[config.mk]
export PLATFORM = sky130hd
export DESIGN_NAME = pwr_guard_seq
export DESIGN_NICKNAME = d
export VERILOG_FILES = /design/src/rtl/pgs_pkg.sv /design/src/rtl/pgs_sync.sv /design/src/rtl/pgs_filter.sv /design/src/rtl/pgs_fsm.sv /design/src/rtl/pgs_gate.sv /design/src/rtl/pwr_guard_seq.sv
export SDC_FILE = /design/constraint.sdc
export NUM_CORES = 1
export LEC_CHECK = 0
export ABC_AREA = 1
export CORE_UTILIZATION = 45
export DETAILED_ROUTE_END_ITERATION = 6
export GPL_ROUTABILITY_DRIVEN = 0
export PLACE_DENSITY_LB_ADDON = 0.12
export SETUP_SLACK_MARGIN = 0.1
export SLEW_MARGIN = 0
export SYNTH_ARGS = -nofsm -noshare
export SYNTH_HDL_FRONTEND = slang
export SYNTH_SLANG_ARGS = --single-unit
[constraint.sdc]
create_clock -name clk_i -period 2 [get_ports clk_i]
set_input_delay 0.3 -clock clk_i [delete_from_list [all_inputs] [get_ports clk_i]]
set_output_delay 0.3 -clock clk_i [all_outputs]
set_load 0.1 [all_outputs]
[src/rtl/pgs_pkg.sv]
package pgs_pkg;

    typedef enum logic [1:0] {
        PG_NORMAL  = 2'd0,
        PG_PROTECT = 2'd1,
        PG_RECOVER = 2'd2
    } pg_state_e;

endpackage

[src/rtl/pgs_sync.sv]
// Two-stage synchroniser; resets to the "fail" level so the block
// assumes a bad supply until proven otherwise.
module pgs_sync #(
    parameter int STAGES = 2
) (
    input  logic clk_i,
    input  logic rst_ni,
    input  logic async_i,
    output logic sync_o
);

    typedef struct packed {
        logic [STAGES-1:0] pipe;
    } sync_t;

    sync_t cur_q, nxt_d;

    always_comb begin
        nxt_d      = cur_q;
        nxt_d.pipe = {cur_q.pipe[STAGES-2:0], async_i};
    end

    always_ff @(posedge clk_i or negedge rst_ni) begin
        if (!rst_ni) begin
            cur_q.pipe <= '1;
        end else begin
            cur_q <= nxt_d;
        end
    end

    assign sync_o = cur_q.pipe[STAGES-1];

endmodule

[src/rtl/pgs_filter.sv]
// Stability filter: the output level only follows the input after the
// input has differed from it for FILT_CYCLES consecutive samples.
module pgs_filter #(
    parameter int FILT_CYCLES = 4
) (
    input  logic clk_i,
    input  logic rst_ni,
    input  logic sample_i,
    output logic level_o
);

    localparam int CW = (FILT_CYCLES < 2) ? 1 : $clog2(FILT_CYCLES + 1);
    localparam logic [CW-1:0] LAST = CW'(FILT_CYCLES - 1);

    typedef struct packed {
        logic          lvl;
        logic [CW-1:0] cnt;
    } filt_t;

    filt_t cur_q, nxt_d;

    always_comb begin
        nxt_d = cur_q;
        if (sample_i == cur_q.lvl) begin
            nxt_d.cnt = '0;
        end else if (cur_q.cnt == LAST) begin
            nxt_d.lvl = sample_i;
            nxt_d.cnt = '0;
        end else begin
            nxt_d.cnt = cur_q.cnt + 1'b1;
        end
    end

    always_ff @(posedge clk_i or negedge rst_ni) begin
        if (!rst_ni) begin
            cur_q.lvl <= 1'b1;
            cur_q.cnt <= '0;
        end else begin
            cur_q <= nxt_d;
        end
    end

    assign level_o = cur_q.lvl;


    level_follows_input_chk: assert property (
        @(posedge clk_i) disable iff (!rst_ni)
        !$stable(cur_q.lvl) |-> (cur_q.lvl == $past(sample_i))
    );

endmodule

[src/rtl/pgs_fsm.sv]
// Protection state machine with recovery counter.
module pgs_fsm
    import pgs_pkg::*;
#(
    parameter int RECOVER_CYCLES = 100
) (
    input  logic clk_i,
    input  logic rst_ni,
    input  logic raw_fail_i,
    input  logic filt_fail_i,
    output logic ready_o
);

    localparam int CW = (RECOVER_CYCLES < 2) ? 1 : $clog2(RECOVER_CYCLES + 1);
    localparam logic [CW-1:0] LAST = CW'(RECOVER_CYCLES - 1);

    typedef struct packed {
        pg_state_e     state;
        logic [CW-1:0] cnt;
    } fsm_t;

    fsm_t cur_q, nxt_d;

    always_comb begin
        nxt_d = cur_q;
        unique case (cur_q.state)
            PG_NORMAL: begin
                if (filt_fail_i) begin
                    nxt_d.state = PG_PROTECT;
                end
            end
            PG_PROTECT: begin
                if (!filt_fail_i && !raw_fail_i) begin
                    nxt_d.state = PG_RECOVER;
                    nxt_d.cnt   = '0;
                end
            end
            PG_RECOVER: begin
                if (raw_fail_i) begin
                    nxt_d.state = PG_PROTECT;
                end else if (cur_q.cnt == LAST) begin
                    nxt_d.state = PG_NORMAL;
                    nxt_d.cnt   = '0;
                end else begin
                    nxt_d.cnt = cur_q.cnt + 1'b1;
                end
            end
            default: begin
                nxt_d.state = PG_PROTECT;
                nxt_d.cnt   = '0;
            end
        endcase
    end

    always_ff @(posedge clk_i or negedge rst_ni) begin
        if (!rst_ni) begin
            cur_q.state <= PG_PROTECT;
            cur_q.cnt   <= '0;
        end else begin
            cur_q <= nxt_d;
        end
    end

    assign ready_o = (cur_q.state == PG_NORMAL);


    fail_engages_chk: assert property (
        @(posedge clk_i) disable iff (!rst_ni)
        (cur_q.state == PG_NORMAL && filt_fail_i) |=> (cur_q.state == PG_PROTECT)
    );


    glitch_restarts_chk: assert property (
        @(posedge clk_i) disable iff (!rst_ni)
        (cur_q.state == PG_RECOVER && raw_fail_i) |=> (cur_q.state == PG_PROTECT)
    );


    normal_only_from_recover_chk: assert property (
        @(posedge clk_i) disable iff (!rst_ni)
        $rose(ready_o) |-> ($past(cur_q.state) == PG_RECOVER)
    );


    held_fail_blocks_chk: assert property (
        @(posedge clk_i) disable iff (!rst_ni)
        (filt_fail_i && raw_fail_i && cur_q.state != PG_NORMAL) |=> !ready_o
    );

endmodule

[src/rtl/pgs_gate.sv]
// Strobe gating between host requests and memory pins.
module pgs_gate (
    input  logic allow_i,
    input  logic host_ce_i,
    input  logic host_we_i,
    input  logic host_oe_i,
    output logic mem_ce_n_o,
    output logic mem_we_n_o,
    output logic mem_oe_n_o
);

    logic sel;

    always_comb begin
        sel        = allow_i & host_ce_i;
        mem_ce_n_o = ~sel;
        mem_we_n_o = ~(sel & host_we_i);
        mem_oe_n_o = ~(sel & host_oe_i & ~host_we_i);
    end

endmodule

[src/rtl/pwr_guard_seq.sv]
module pwr_guard_seq #(
    parameter int CLK_HZ         = 100_000_000,
    parameter int RECOVER_MS     = 40,
    parameter int RECOVER_CYCLES = (CLK_HZ / 1000) * RECOVER_MS,
    parameter int FILT_CYCLES    = 4
) (
    input  logic clk_i,
    input  logic rst_ni,
    input  logic supply_fail_i,
    input  logic host_ce_i,
    input  logic host_we_i,
    input  logic host_oe_i,
    output logic protect_o,
    output logic ready_o,
    output logic mem_ce_n_o,
    output logic mem_we_n_o,
    output logic mem_oe_n_o
);

    logic fail_sync;
    logic fail_filt;
    logic ready;

    pgs_sync #(.STAGES(2)) u_sync (
        .clk_i   (clk_i),
        .rst_ni  (rst_ni),
        .async_i (supply_fail_i),
        .sync_o  (fail_sync)
    );

    pgs_filter #(.FILT_CYCLES(FILT_CYCLES)) u_filter (
        .clk_i    (clk_i),
        .rst_ni   (rst_ni),
        .sample_i (fail_sync),
        .level_o  (fail_filt)
    );

    pgs_fsm #(.RECOVER_CYCLES(RECOVER_CYCLES)) u_fsm (
        .clk_i       (clk_i),
        .rst_ni      (rst_ni),
        .raw_fail_i  (fail_sync),
        .filt_fail_i (fail_filt),
        .ready_o     (ready)
    );

    pgs_gate u_gate (
        .allow_i    (ready),
        .host_ce_i  (host_ce_i),
        .host_we_i  (host_we_i),
        .host_oe_i  (host_oe_i),
        .mem_ce_n_o (mem_ce_n_o),
        .mem_we_n_o (mem_we_n_o),
        .mem_oe_n_o (mem_oe_n_o)
    );

    assign ready_o   = ready;
    assign protect_o = ~ready;


    strobes_idle_chk: assert property (
        @(posedge clk_i) disable iff (!rst_ni)
        protect_o |-> (mem_ce_n_o && mem_we_n_o && mem_oe_n_o)
    );


    write_needs_ready_chk: assert property (
        @(posedge clk_i) disable iff (!rst_ni)
        !mem_we_n_o |-> (ready_o && host_ce_i && host_we_i)
    );

endmodule

After elaboration in Yosys (flattened, before gate mapping)
Index checks and enable logic that the tools add are counted.
{ "op_classes": {"muxes": 10, "eq_ne": 9, "n_bitwise": 10, "addsub": 2, "n_reduce_logical": 7} }
{ "ops": {"columns": ["cell", "count"], "rows": [
  ["22-bit one-hot mux with 3 select lines", 1],
  ["22-bit 2-to-1 mux", 2],
  ["24-bit 2-to-1 mux", 1],
  ["22-bit by 1-bit adder with 22-bit output (second input constant)", 1],
  ["22-bit == test (second input constant)", 1],
  ["2-bit 2-to-1 mux", 3],
  ["3-bit 2-to-1 mux", 2],
  ["1-bit NOT", 6],
  ["2-bit one-hot mux with 3 select lines", 1],
  ["3-bit AND reduction", 2],
  ["1-bit AND", 4],
  ["2-bit by 1-bit != test with 1-bit output (second input constant)", 2],
  ["3-bit by 1-bit adder with 3-bit output (second input constant)", 1],
  ["3-bit by 2-bit == test with 1-bit output (second input constant)", 1],
  ["3-bit by 2-bit != test with 1-bit output (second input constant)", 1],
  ["2-bit by 1-bit == test with 1-bit output (second input constant)", 1],
  ["2-bit == test (second input constant)", 1],
  ["1-bit zero test", 2],
  ["2-bit zero test", 1],
  ["2-bit != test (second input constant)", 1],
  ["2-bit AND reduction", 1],
  ["1-bit == test", 1],
  ["1-bit logical AND", 1]
]} }
{ "word_totals": {"reg_bits": 30, "inputBits": 6} }

Longest topological paths before layout
{ "depth": {"depth_word": 5, "ltp_mapped": 10, "depth_no_buf": 10} }

By module
A second synthesis with hierarchy kept.
{ "unflattened": {"cells_unflattened": 275, "area_unflattened_um2": 1891.8} }
{ "by_module_without_submodules": {"columns": ["module", "seq_area_each_um2", "instances", "area_per_inst_um2", "cells_each"], "rows": [
  ["pgs_fsm", 601.8, 1, 1620.3, 243],
  ["pgs_filter", 101.3, 1, 190.2, 23],
  ["pgs_sync", 52.6, 1, 52.6, 2],
  ["pgs_gate", 0.0, 1, 25.0, 6],
  ["pwr_guard_seq", 0.0, 1, 3.8, 1]
]} }

Worst setup path before layout
OpenSTA, ideal clock, no wires.
{ "synth_timing": {"path_kind": "flip-flop to output port", "from": "register u_fsm.cur_q[23] in the netlist's numbering", "to": "output mem_oe_n_o", "arrival_time_ps": 3876, "path_stages_with_launch": 5, "slack_ps": -2176, "n_path_buf": 0, "path_cell_list": "dfrtp_1 nor2_1 nand2_1 inv_1 nand3b_1"} }
{ "synth_via": {"elab_chain_cells": 5} }
{ "synth_lines": {"columns": ["item", "line_no", "source"], "rows": [
  ["from (decl)", "pgs_fsm.sv:22", "fsm_t cur_q, nxt_d;"],
  ["from (signal assigned)", "pgs_fsm.sv:60", "cur_q <= nxt_d;"],
  ["2-bit zero test", "pgs_fsm.sv:64", "assign ready_o = (cur_q.state == PG_NORMAL);"],
  ["named net ready_o", "pwr_guard_seq.sv:14", "output logic ready_o,"],
  ["1-bit AND", "pgs_gate.sv:15", "sel = allow_i & host_ce_i;"],
  ["1-bit AND (2 in a row)", "pgs_gate.sv:18", "mem_oe_n_o = ~(sel & host_oe_i & ~host_we_i);"],
  ["1-bit NOT", "pgs_gate.sv:18", null],
  ["to (decl)", "pwr_guard_seq.sv:17", "output logic mem_oe_n_o"]
]} }
The timed path passes the listed nets, and every way through them passes these cells.

Worst setup path after layout
{ "layout_timing": {"from": "register u_sync.cur_q[1] in the netlist's numbering", "to": "register u_fsm.cur_q[13] in the netlist's numbering"} }
{ "layout_via": {"elab_chain_cells": 4, "word_cells_on_any_way": 5} }
{ "layout_lines": {"columns": ["item", "line_no", "source"], "rows": [
  ["from (decl)", "pgs_sync.sv:16", "sync_t cur_q, nxt_d;"],
  ["from (signal assigned)", "pgs_sync.sv:27", "cur_q <= nxt_d;"],
  ["1-bit zero test", "pgs_fsm.sv:33", "if (!filt_fail_i && !raw_fail_i) begin"],
  ["1-bit logical AND", "pgs_fsm.sv:33", null],
  ["2-bit by 1-bit != test with 1-bit output (no line)", null, null],
  ["3-bit AND reduction (no line) (*)", null, null]
]} }
Mark *: on every way between the ends. The rest lies on a longest branch, timed or not.
A chain may end at the register's enable or synchronous reset.

==> metrics <==
CP bufs+invs 4; gr usage total 21.6%; Synth area leader dfrtp_1; DR vias 1608; Worst path top cell family by delay flip-flops; pre-CTS setup slack 296 ps; final non-filler cell total 323; Pint 1.24 mW; Clock Pin Slew Worst Setup and Hold Paths 60 ps; worst skew pair latency 280 ps; Initial Utilization 48.4%; IO Pins 11; Setup crit start kind flop; Hold Path Class flop to flop; post-CTS sizing 0; final period utilization 85.3%; Post CTS Setup Buffer Count 0; Layout area overhead 16.7%; HP Start u_sync.cur_q[0]; worst-margin pin slew 374 ps; FMAX 586 MHz; placed insts 316; input/output buffers 10; Final #Nets 284; count of cell types in the netlist 27; Synth Area per Inst 7.08 um^2; critical path class flop to flop; Via-to-Cell Ratio 4.98; Worst Reg-to-Reg Cells 9; total power 2.17 mW; FF/Latch Area 756 um^2; share of layout cells above drive strength 1 13.1%; Worst EP required 2210 ps; Syn Nets 267; DRC Markers 0; WHS 356 ps; Yosys top cell area share 35.6%; WL final 3.94 mm; synth warn 0; total grt overflow 0; Row Count 22; PD cells 1020 nW/um^2; CTS sink count 30; slowest cell on the critical path dfstp_2; Cells after Synth 258; drt first-iter violations 126; pin count of the biggest net entering global routing 31; DR WL/cell 12.2 um; Setup crit end kind flop; Worst slew margin 74.9%; Die Y 65.7 um; Pre-Repair DR Iteration Count 4; TritonCTS clock tree built; Detail Route Antenna Nets 0; Crit Reg-Reg Endpoint u_fsm.cur_q[13]; hold_buf cts 0; maximum fanout along the worst path 12; Final Max Slew Viols 0; worst-path cell chain inv_1 > ha_1 > inv_1 > nand2_1 > nand2_2 > buf_4 > a21oi_2 > buf_4 > nor2_1; Psw 932 uW; Die X 65.7 um; fill cell count 364; LEAKAGE 0.951 nW; Hold Vio Cnt, Final 0; Yosys reg bits 30; CP arrival 1910 ps; die area 4320 um^2; setup ws final 294 ps; Hold Path Sink u_sync.cur_q[1]; global-route wire length before repair 6.98 mm; synthesized cell area 1830 um^2; # setup viols final 0; Final Skew 6.18 ps; hold path cells 0; maximum vdd drop 0.905 mV; CTS root buf clkbuf_8; clock share of power 20.7%; area of the multi-input gates 943 um^2; switching portion of total power 42.9%; initial antenna violation count 0; H-tree depth 2; diode count 0; max-cap violations 0; Num CTS Buffers 5; Final HPWL DP 3.05 mm; top area cells in the synthesized netlist dfrtp_1 (36%), nand2_1 (16%), nor2_1 (9.2%), dfstp_2 (5.8%), inv_1 (5.8%); Seq pwr share 34.3%; reg-to-reg slack, setup 290 ps; Logic pwr share 45.0%; status finished clean; slowest cell delay on critical path 550 ps; post-layout min period 1710 ps; RSZ-0062 raised after global routing false; Max clock buf depth 2; vias in the first global route 1535; Crit Reg-Reg Startpoint u_sync.cur_q[1]; Core Box Area 3770 um^2; share of the yosys chip area belonging to registers 41.4%
layout make-up:
class | instances | area share, %
Sequential cell | 30 | 35.4
Inverter | 31 | 5.46
Tap cell | 48 | 2.82
Multi-Input combinational cell | 193 | 44.2
Timing Repair Buffer | 14 | 8.45
Clock buffer | 7 | 3.58
through the flow:
step / TNS, ps / util (%) / cell area [um^2]
global placement: 0 / 54.5 / 2060
global route: 0 / 56.5 / 2130
CTS: 0 / 56.5 / 2130
detailed placement: 0 / 54.5 / 2060
finish: 0 / 56.5 / 2130
floorplan: -958 / - / 1850
metal layers:
metal	vias up	GRT usage, %	routed length [um]	part of all wire, %
met4	0	9.78	46	1.2
met5	-	0	0	0
met1	732	30.3	1940	49
met3	5	3.13	209	5.3
li1	834	-	-	-
met2	37	32.5	1740	44
logic make-up (layout without fill, tap and decap cells):
logic type | after synthesis | after routing | share of synthesized area [%]
adder cells (fa/ha/maj) | 3 | 3 | 2.06
XOR/XNOR | 8 | 8 | 3.84
AO/OA/AOI/OAI | 18 | 18 | 6.03
AND/OR/NAND/NOR | 164 | 164 | 38.4
flip-flops | 30 | 30 | 41.4
buffers and inverters | 35 | 52 | 8.29
state kept, by name (all words and copies together) (netlist names):
register	cells
u_fsm.cur_q	24
u_filter.cur_q	3
u_filter.level_o	1
u_sync.cur_q	2
worst max-delay path by stage:
stage / startpoint / endpoint / slack (ps) / depth (start not counted)
2_1_floorplan: u_fsm.cur_q[23] / mem_oe_n_o / -380 / 4
3_3_place_gp: u_sync.cur_q[1] / u_fsm.cur_q[17] / 360 / 9
4_1_cts: u_sync.cur_q[1] / u_fsm.cur_q[13] / 270 / 9
3_5_place_dp: u_sync.cur_q[1] / u_fsm.cur_q[13] / 300 / 9
6_report: u_sync.cur_q[1] / u_fsm.cur_q[13] / 290 / 9
5_1_grt: u_sync.cur_q[1] / u_fsm.cur_q[13] / 190 / 9
cells in the mapped netlist:
| library cell | n |
|---|---|
| nand2_1 | 79 |
| nor2_1 | 45 |
| inv_1 | 28 |
| dfrtp_1 | 26 |
| nand3_1 | 20 |
| o21ai_0 | 6 |
| nor2_2 | 5 |
| o21ai_1 | 5 |
| xor2_1 | 5 |
| dfstp_2 | 4 |
| nand4_1 | 4 |
| ha_1 | 3 |
| inv_2 | 3 |
| nand2_2 | 3 |
| o21bai_1 | 3 |
| xnor2_1 | 3 |
| buf_6 | 2 |
| nand3b_1 | 2 |
| nor2_4 | 2 |
| nor3_1 | 2 |
| o31ai_1 | 2 |
| a21oi_2 | 1 |
| and2_1 | 1 |
| buf_2 | 1 |
| buf_4 | 1 |
| nor3b_1 | 1 |
| o21ai_2 | 1 |
power groups by stage:
stage / Clock [mW] / Combinational (mW) / Sequential [mW]
after global routing: 0.490 / 1.05 / 0.752
after CTS: 0.464 / 0.988 / 0.744
after floorplan: 0 / 0.702 / 0.741
final: 0.450 / 0.978 / 0.744
after detailed placement: 0 / 0.982 / 0.754
after global placement: 0 / 0.972 / 0.751
cells in the final DEF, fill, tap and decap left out, types with 3 or more instances in the layout:
cell type and count:
nand2_1 78, nor2_1 44, inv_1 27, dfrtp_1 26, nand3_1 20, o21ai_0 6
nor2_2 5, o21ai_1 5, xor2_1 5, clkbuf_8 5, clkdlybuf4s50_1 5, buf_12 5
inv_2 4, nand4_1 4, buf_4 4, dfstp_2 4, nor2_4 3, nand2_2 3
o21bai_1 3, xnor2_1 3, ha_1 3
(Power assumes the default switching activity.)
